$ cat config.mk
export PLATFORM = sky130hd
export DESIGN_NAME = ibrk_unit
export DESIGN_NICKNAME = d
export VERILOG_FILES = /design/src/rtl/ibrk_pkg.sv /design/src/rtl/ibrk_regs.sv /design/src/rtl/ibrk_chan.sv /design/src/rtl/ibrk_issue.sv /design/src/rtl/ibrk_unit.sv
export SDC_FILE = /design/constraint.sdc
export NUM_CORES = 1
export LEC_CHECK = 0
export ABC_AREA = 1
export BUFFER_PORTS_ARGS = -buffer_cell sky130_fd_sc_hd__buf_4
export CAP_MARGIN = 20
export CORE_MARGIN = 1
export CORE_UTILIZATION = 30
export CTS_CLUSTER_SIZE = 14
export DETAILED_ROUTE_END_ITERATION = 6
export HOLD_SLACK_MARGIN = 0.05
export PLACE_DENSITY_LB_ADDON = 0.08
export SKIP_CTS_REPAIR_TIMING = 1
export SLEW_MARGIN = 20
export SYNTH_ARGS = -nofsm -noshare
export SYNTH_HDL_FRONTEND = slang
export SYNTH_HIERARCHICAL = 1
export SYNTH_SLANG_ARGS = --single-unit
export TNS_END_PERCENT = 50
$ cat constraint.sdc
create_clock -name clk -period 2.54 [get_ports clk]
set_input_delay 0.381 -clock clk [delete_from_list [all_inputs] [get_ports clk]]
set_output_delay 0.381 -clock clk [all_outputs]
set_load 0.01 [all_outputs]
$ cat src/rtl/ibrk_pkg.sv
package ibrk_pkg;

   // register word indices
   localparam int unsigned CH_STRIDE = 3;
   localparam int unsigned OFS_ADDR  = 0;
   localparam int unsigned OFS_COND  = 1;
   localparam int unsigned OFS_OP    = 2;
   localparam int unsigned IDX_STAT  = 6;
   localparam int unsigned IDX_DVAL  = 7;
   localparam int unsigned IDX_DMASK = 8;

   // status register bit positions
   localparam int unsigned STAT_SEQ  = 0;
   localparam int unsigned STAT_FLG  = 8;

   localparam int unsigned NUM_CH    = 2;

   typedef struct packed {
      logic fetch_sel;
      logic brk_en;
      logic post_sel;
   } ch_ctl_t;

endpackage

$ cat src/rtl/ibrk_regs.sv
module ibrk_regs
   import ibrk_pkg::*;
#(
   parameter int unsigned ADDR_W = 32,
   parameter int unsigned DATA_W = 32,
   parameter int unsigned REG_AW = 4
) (
   input  logic                clk,
   input  logic                rst_n,
   input  logic                reg_we,
   input  logic [REG_AW-1:0]   reg_addr,
   input  logic [DATA_W-1:0]   reg_wdata,
   output logic [DATA_W-1:0]   reg_rdata,
   input  logic [NUM_CH-1:0]   match_set,
   output logic [ADDR_W-1:0]   ch_addr [NUM_CH],
   output ch_ctl_t             ch_ctl  [NUM_CH],
   output logic                seq_mode,
   output logic                flag0
);

   localparam int unsigned NREG = IDX_DMASK + 1;

   generate
      if (ADDR_W < 2 || ADDR_W > DATA_W) begin : g_bad_w
         $error("ibrk_regs: ADDR_W must lie in 2..DATA_W");
      end
      if ((1 << REG_AW) < NREG) begin : g_bad_aw
         $error("ibrk_regs: REG_AW too small for register map");
      end
   endgenerate

   logic [NUM_CH-1:0] dcmp_q;
   logic [NUM_CH-1:0] flag_q;
   logic [DATA_W-1:0] dval_q, dmask_q;
   logic              seq_q;
   logic              wr_stat;

   assign wr_stat = reg_we && (reg_addr == REG_AW'(IDX_STAT));

   genvar g;
   generate
      for (g = 0; g < NUM_CH; g++) begin : g_ch
         localparam int unsigned BASE = g * CH_STRIDE;
         always_ff @(posedge clk or negedge rst_n) begin
            if (!rst_n) begin
               ch_addr[g] <= '0;
               ch_ctl[g]  <= '0;
               dcmp_q[g]  <= 1'b0;
            end else if (reg_we) begin
               if (reg_addr == REG_AW'(BASE + OFS_ADDR))
                  ch_addr[g] <= reg_wdata[ADDR_W-1:0];
               if (reg_addr == REG_AW'(BASE + OFS_COND)) begin
                  ch_ctl[g].fetch_sel <= reg_wdata[0];
                  dcmp_q[g]           <= reg_wdata[1];
               end
               if (reg_addr == REG_AW'(BASE + OFS_OP)) begin
                  ch_ctl[g].brk_en   <= reg_wdata[0];
                  ch_ctl[g].post_sel <= reg_wdata[1];
               end
            end
         end

         always_ff @(posedge clk or negedge rst_n) begin
            if (!rst_n) flag_q[g] <= 1'b0;
            else        flag_q[g] <= match_set[g] |
                                     (flag_q[g] & ~(wr_stat & reg_wdata[STAT_FLG + g]));
         end

         AST_FLAG_HOLD: assert property (@(posedge clk) disable iff (!rst_n)
            flag_q[g] && !(wr_stat && reg_wdata[STAT_FLG + g]) |=> flag_q[g]);
      end
   endgenerate

   always_ff @(posedge clk or negedge rst_n) begin
      if (!rst_n) begin
         seq_q   <= 1'b0;
         dval_q  <= '0;
         dmask_q <= '0;
      end else if (reg_we) begin
         if (wr_stat)                            seq_q   <= reg_wdata[STAT_SEQ];
         if (reg_addr == REG_AW'(IDX_DVAL))      dval_q  <= reg_wdata;
         if (reg_addr == REG_AW'(IDX_DMASK))     dmask_q <= reg_wdata;
      end
   end

   always_comb begin
      reg_rdata = '0;
      for (int c = 0; c < NUM_CH; c++) begin
         if (reg_addr == REG_AW'(c * CH_STRIDE + OFS_ADDR))
            reg_rdata[ADDR_W-1:0] = ch_addr[c];
         if (reg_addr == REG_AW'(c * CH_STRIDE + OFS_COND))
            reg_rdata[1:0] = {dcmp_q[c], ch_ctl[c].fetch_sel};
         if (reg_addr == REG_AW'(c * CH_STRIDE + OFS_OP))
            reg_rdata[1:0] = {ch_ctl[c].post_sel, ch_ctl[c].brk_en};
      end
      if (reg_addr == REG_AW'(IDX_STAT)) begin
         reg_rdata[STAT_SEQ] = seq_q;
         reg_rdata[STAT_FLG +: NUM_CH] = flag_q;
      end
      if (reg_addr == REG_AW'(IDX_DVAL))  reg_rdata = dval_q;
      if (reg_addr == REG_AW'(IDX_DMASK)) reg_rdata = dmask_q;
   end

   assign seq_mode = seq_q;
   assign flag0    = flag_q[0];

   AST_FLAG_CLEAR: assert property (@(posedge clk) disable iff (!rst_n)
      wr_stat && reg_wdata[STAT_FLG] && !match_set[0] |=> !flag0);

endmodule

$ cat src/rtl/ibrk_chan.sv
module ibrk_chan
   import ibrk_pkg::*;
#(
   parameter int unsigned ADDR_W = 32
) (
   input  logic [ADDR_W-1:0] cfg_addr,
   input  ch_ctl_t           cfg_ctl,
   input  logic              ins_valid,
   input  logic              ins_exec,
   input  logic              ins_dbr,
   input  logic              ins_slot,
   input  logic [ADDR_W-1:0] ins_addr,
   input  logic [ADDR_W-1:0] ins_slot_addr,
   output logic              hit,
   output logic              cand_pre,
   output logic              cand_post
);

   localparam logic [ADDR_W-1:0] CMP_MASK = ~ADDR_W'(1);

   logic armed, live, eq_cur, eq_slot;

   assign armed   = cfg_ctl.fetch_sel & ~cfg_addr[0];
   assign live    = ins_valid & ins_exec;
   assign eq_cur  = ((ins_addr      ^ cfg_addr) & CMP_MASK) == '0;
   assign eq_slot = ((ins_slot_addr ^ cfg_addr) & CMP_MASK) == '0;

   assign hit       = live & armed & eq_cur;
   assign cand_pre  = ~cfg_ctl.post_sel &
                      ((hit & ~ins_slot) | (live & ins_dbr & armed & eq_slot));
   assign cand_post = cfg_ctl.post_sel & hit;

endmodule

$ cat src/rtl/ibrk_issue.sv
module ibrk_issue
   import ibrk_pkg::*;
#(
   parameter int unsigned ADDR_W = 32
) (
   input  logic              clk,
   input  logic              rst_n,
   input  logic [NUM_CH-1:0] cand_pre,
   input  logic [NUM_CH-1:0] cand_post,
   input  logic [NUM_CH-1:0] brk_en,
   input  logic              seq_mode,
   input  logic              flag0,
   input  logic              block_int,
   input  logic              ins_valid,
   input  logic              ins_exec,
   input  logic              ins_slot,
   input  logic [ADDR_W-1:0] ins_addr,
   output logic              brk_req,
   output logic              brk_chan,
   output logic [ADDR_W-1:0] brk_addr
);

   logic [NUM_CH-1:0] gate, pre_ok, post_ok;
   logic              pend_v, pend_ch;
   logic              deliver, fire, fire_ch;

   genvar g;
   generate
      for (g = 0; g < NUM_CH; g++) begin : g_gate
         if (g == 0) begin : g_first
            assign gate[g] = brk_en[g] & ~seq_mode;
         end else begin : g_second
            assign gate[g] = brk_en[g] & (~seq_mode | flag0);
         end
      end
   endgenerate

   assign pre_ok  = cand_pre  & gate;
   assign post_ok = cand_post & gate;
   assign deliver = pend_v & ins_valid & ins_exec & ~ins_slot;
   assign fire    = (deliver | (|pre_ok)) & ~block_int;
   assign fire_ch = deliver ? pend_ch : ~pre_ok[0];

   always_ff @(posedge clk or negedge rst_n) begin
      if (!rst_n) begin
         pend_v  <= 1'b0;
         pend_ch <= 1'b0;
      end else if (|post_ok) begin
         pend_v  <= 1'b1;
         pend_ch <= ~post_ok[0];
      end else if (deliver) begin
         pend_v  <= 1'b0;
      end
   end

   always_ff @(posedge clk or negedge rst_n) begin
      if (!rst_n) begin
         brk_req  <= 1'b0;
         brk_chan <= 1'b0;
         brk_addr <= '0;
      end else begin
         brk_req <= fire;
         if (fire) begin
            brk_chan <= fire_ch;
            brk_addr <= ins_addr;
         end
      end
   end

   AST_BLOCK_QUIET: assert property (@(posedge clk) disable iff (!rst_n)
      block_int |=> !brk_req);
   AST_OVERRUN_QUIET: assert property (@(posedge clk) disable iff (!rst_n)
      ins_valid && !ins_exec |=> !brk_req);
   AST_IDLE_QUIET: assert property (@(posedge clk) disable iff (!rst_n)
      !ins_valid |=> !brk_req);
   AST_SEQ_CH1_ONLY: assert property (@(posedge clk) disable iff (!rst_n)
      seq_mode && !pend_v |=> !brk_req || brk_chan);

endmodule

$ cat src/rtl/ibrk_unit.sv
module ibrk_unit
   import ibrk_pkg::*;
#(
   parameter int unsigned ADDR_W = 32,
   parameter int unsigned DATA_W = 32,
   parameter int unsigned REG_AW = 4
) (
   input  logic              clk,
   input  logic              rst_n,
   input  logic              reg_we,
   input  logic [REG_AW-1:0] reg_addr,
   input  logic [DATA_W-1:0] reg_wdata,
   output logic [DATA_W-1:0] reg_rdata,
   input  logic              ins_valid,
   input  logic [ADDR_W-1:0] ins_addr,
   input  logic              ins_exec,
   input  logic              ins_dbr,
   input  logic              ins_slot,
   input  logic [ADDR_W-1:0] ins_slot_addr,
   input  logic              block_int,
   output logic              brk_req,
   output logic              brk_chan,
   output logic [ADDR_W-1:0] brk_addr
);

   logic [ADDR_W-1:0] ch_addr [NUM_CH];
   ch_ctl_t           ch_ctl  [NUM_CH];
   logic [NUM_CH-1:0] hit, cand_pre, cand_post, brk_en;
   logic              seq_mode, flag0;

   ibrk_regs #(.ADDR_W(ADDR_W), .DATA_W(DATA_W), .REG_AW(REG_AW)) u_regs (
      .clk       (clk),
      .rst_n     (rst_n),
      .reg_we    (reg_we),
      .reg_addr  (reg_addr),
      .reg_wdata (reg_wdata),
      .reg_rdata (reg_rdata),
      .match_set (hit),
      .ch_addr   (ch_addr),
      .ch_ctl    (ch_ctl),
      .seq_mode  (seq_mode),
      .flag0     (flag0)
   );

   genvar g;
   generate
      for (g = 0; g < NUM_CH; g++) begin : g_cmp
         ibrk_chan #(.ADDR_W(ADDR_W)) u_chan (
            .cfg_addr      (ch_addr[g]),
            .cfg_ctl       (ch_ctl[g]),
            .ins_valid     (ins_valid),
            .ins_exec      (ins_exec),
            .ins_dbr       (ins_dbr),
            .ins_slot      (ins_slot),
            .ins_addr      (ins_addr),
            .ins_slot_addr (ins_slot_addr),
            .hit           (hit[g]),
            .cand_pre      (cand_pre[g]),
            .cand_post     (cand_post[g])
         );
         assign brk_en[g] = ch_ctl[g].brk_en;
      end
   endgenerate

   ibrk_issue #(.ADDR_W(ADDR_W)) u_issue (
      .clk       (clk),
      .rst_n     (rst_n),
      .cand_pre  (cand_pre),
      .cand_post (cand_post),
      .brk_en    (brk_en),
      .seq_mode  (seq_mode),
      .flag0     (flag0),
      .block_int (block_int),
      .ins_valid (ins_valid),
      .ins_exec  (ins_exec),
      .ins_slot  (ins_slot),
      .ins_addr  (ins_addr),
      .brk_req   (brk_req),
      .brk_chan  (brk_chan),
      .brk_addr  (brk_addr)
   );

   AST_LSB_SILENT: assert property (@(posedge clk) disable iff (!rst_n)
      ch_addr[0][0] && ch_addr[1][0] && !brk_req |=> !brk_req);

endmodule

==> flow_summary.yaml <==
finish:
  drive_above_1_share_pct: 16.3
  final_nets: 1675
  n_antenna_cell: 0
  fin_util_pct: 38.1
  syn2layout_area_growth_pct: 24.8
  fill_cells: 3539
synthesis:
  yosys-top-cells-area: "dfrtp_1 (44%), nand2_1 (21%), inv_1 (7.7%), nand3_1 (3.9%), o21ai_1 (3.8%)"
  ys.flop_type: "dfrtp_1"
  yosys_warnings: 6
  postSynthAreaPerCell_sq_um: 7.07
  synth.cell_area_sq_um: 9930
  synthTopCellsByCount: "nand2_1 (558), inv_1 (204), dfrtp_1 (175)"
  synth_top_area_share_pct: 44.1
  postSynth.asyncResetShare_pct: 100
  syn_inst: 1405
  synth_area_leader_cell: "dfrtp_1"
  synth_edf_count: 0
  syn-num-nets: 1513
  ys_seq_area_share_pct: 44.1
  yosysMostFrequentCell: "nand2_1"
  synth_cell_types: 30
  ys_seq_elements: 175
cts:
  worstSkewPairLatency_ps: 450
  cts_sinks: 175
  clk_pin_slew_ps: 80
  cts-root-buf: "clkbuf_16"
  cts_tree: "yes"
  cts_made_buffers: 17
  htreeDepth: 4
  clockBufferDepth: 2
min_path:
  whs_path_depth: 3
  worstHoldEndpoint: "u_issue/brk_addr[0]"
  hp-class: "in -> reg"
  min-delay-start: "ins_addr[0]"
pwr:
  clkPwrFrac_pct: 35.6
  combPwrFrac_pct: 19.6
  p_per_area_nw_per_um2: 670
  p_int_mw: 5.69
  pwr-share-seq_pct: 44.8
  p_switching_mw: 2.62
  ir_drop_mv: 0.463
  power_leakage_nw: 6.54
  sw_frac_of_total_pct: 31.5
grt:
  grt_overflow: 0
  grt.total_usage_pct: 20.9
  antenna_found_initial: 1
  grt_start_max_net_pins: 67
  grt_pass1_wl_um: 52200
  grt_pass1_vias: 8714
routing:
  ant_nets: 0
  routedWlPerCell_um: 16.9
  dr.pass1.iters: 5
  via_per_inst: 4.52
  drt-initial-drc-count: 568
  drc: 0
  finalWirelength_um: 34200
  vias: 9132
setup_path:
  r2r_cells: 13
  crit_type: "reg -> reg"
  r2r-end: "u_issue/brk_addr[8]"
  arrival_ps: 2760
  cp_max_fo: 16
  r2r_start: "u_regs/ch_addr[0]"
  cp-end-kind: "register"
  reg2reg_slack_ps: 170
  cp-start-kind: "register"
  cp.required_ps: 2930
floorplanning:
  die_width_um: 184
  initial_utilization_pct: 30.5
  core_sq_um: 32500
  dieArea_sq_um: 33800
  dieHeight_um: 184
  rows: 66
  ios: 174
sta:
  worst_pin_slew_ps: 734
  grt_setup_unrepaired: "no"
  fmax_ghz: 0.421
  slew_violations: 0
  setup_tns_ps: 0
  min_period_ps: 2370
  hold_violations: 0
  fin_skew_ps: 14.1
  setup_violations: 0
  max-slew-margin-rel_pct: 51.1
  period_share_pct: 93.4
job:
  cap_violations: 0
placed_design:
  hpwl_um: 25400
  numPortBuffers: 172
  gp_congestion: 0.841
status:
  status: "complete, no violations"
==> logic make-up (layout without fill, tap and decap cells) <==
group	after synthesis	after routing	synth area share, %
xor gates and xnor gates	40	40	3.53
buffers and inverters	258	430	10.8
AOI/OAI and AO/OA	163	163	8.45
and+or+nand+nor	769	771	33.1
DFF	175	175	44.1
==> through the flow <==
step | cells | hold slack, ps | total power, mW | worst slack (ps) | cell area [sq um]
floorplan | 1405 | 85.4 | 4.64 | 779 | 9930
global placement | 1987 | 319 | 5.40 | 176 | 11700
detailed placement | 1987 | 319 | 5.43 | 134 | 11700
CTS | 2018 | -171 | 8.42 | 144 | 12300
global route | 2021 | 169 | 8.85 | 18.0 | 12400
finish | 2021 | 178 | 8.31 | 167 | 12400
==> flip-flops by register name (all words and copies together), names as in the netlist <==
signal	count
u_issue/brk_addr	32
u_issue/brk_chan	1
u_issue/brk_req	1
u_issue/pend_ch	1
u_issue/pend_v	1
u_regs/ch_addr	64
u_regs/ch_ctl	6
u_regs/dcmp_q	2
u_regs/dmask_q	32
u_regs/dval_q	32
u_regs/flag0	1
u_regs/flag_q	1
u_regs/seq_mode	1
==> worst max-delay path, cell delays in order, from the launching register on <==
cell	delay, ps
dfrtp_1	400
inv_1	60
nand2_1	70
nor2_1	240
o21ai_1	110
nor2_1	110
nand2_1	100
nor2_1	150
nand3_1	100
a21oi_2	270
nand3_2	230
nand3_4	280
nand3_1	110
nand2_1	80
==> worst max path at each step <==
stage	start	cells after the start	to	slack (ps)
detailed placement	ins_valid	13	u_issue/brk_addr[9]	130
finish	u_regs/ch_addr[0]	13	u_issue/brk_addr[8]	170
CTS	u_regs/ch_addr[0]	13	u_issue/brk_addr[9]	140
floorplan	u_regs/ch_addr[32]	15	u_issue/brk_addr[0]	780
global route	u_regs/ch_addr[0]	13	u_issue/brk_addr[31]	20
global placement	ins_valid	13	u_issue/brk_addr[9]	180
==> per-layer routing <==
| layer | GRT usage, % | vias to the layer above | share of wire, % |
|---|---|---|---|
| met3 | 3.25 | 17 | 4.5 |
| met2 | 33.3 | 223 | 46 |
| met5 | 0 | - | 0.041 |
| li1 | - | 4697 | - |
| met1 | 29.7 | 4193 | 49 |
| met4 | 4.97 | 2 | 1.0 |
==> layout by cell type (no fill, tap or decap), types with 40 or more instances in the layout <==
cell / instances
nand3_1: 76
nand2_1: 558
nand4_1: 45
nor2_1: 62
dfrtp_1: 175
xnor2_1: 40
inv_1: 204
o21ai_1: 76
o21ai_0: 73
buf_4: 182
==> cell type report <==
type,count,area (sq um),share of cell area [%]
clock inverters,14,226,1.83
flip-flops and latches,175,4380,35.3
inverters,209,785,6.33
clock buffers,17,425,3.43
repair buffers,190,1510,12.2
well taps,442,553,4.46
multi-input cells,974,4520,36.5
==> power by group through the flow <==
stage / clock (mW) / combinational, mW / sequential (mW)
6_report: 2.96 / 1.63 / 3.72
5_1_grt: 3.16 / 1.88 / 3.81
4_1_cts: 3.04 / 1.65 / 3.73
3_5_place_dp: 0 / 1.64 / 3.78
3_3_place_gp: 0 / 1.62 / 3.78
2_1_floorplan: 0 / 1.04 / 3.60
Note: power is estimated with default switching activity, not from simulation.
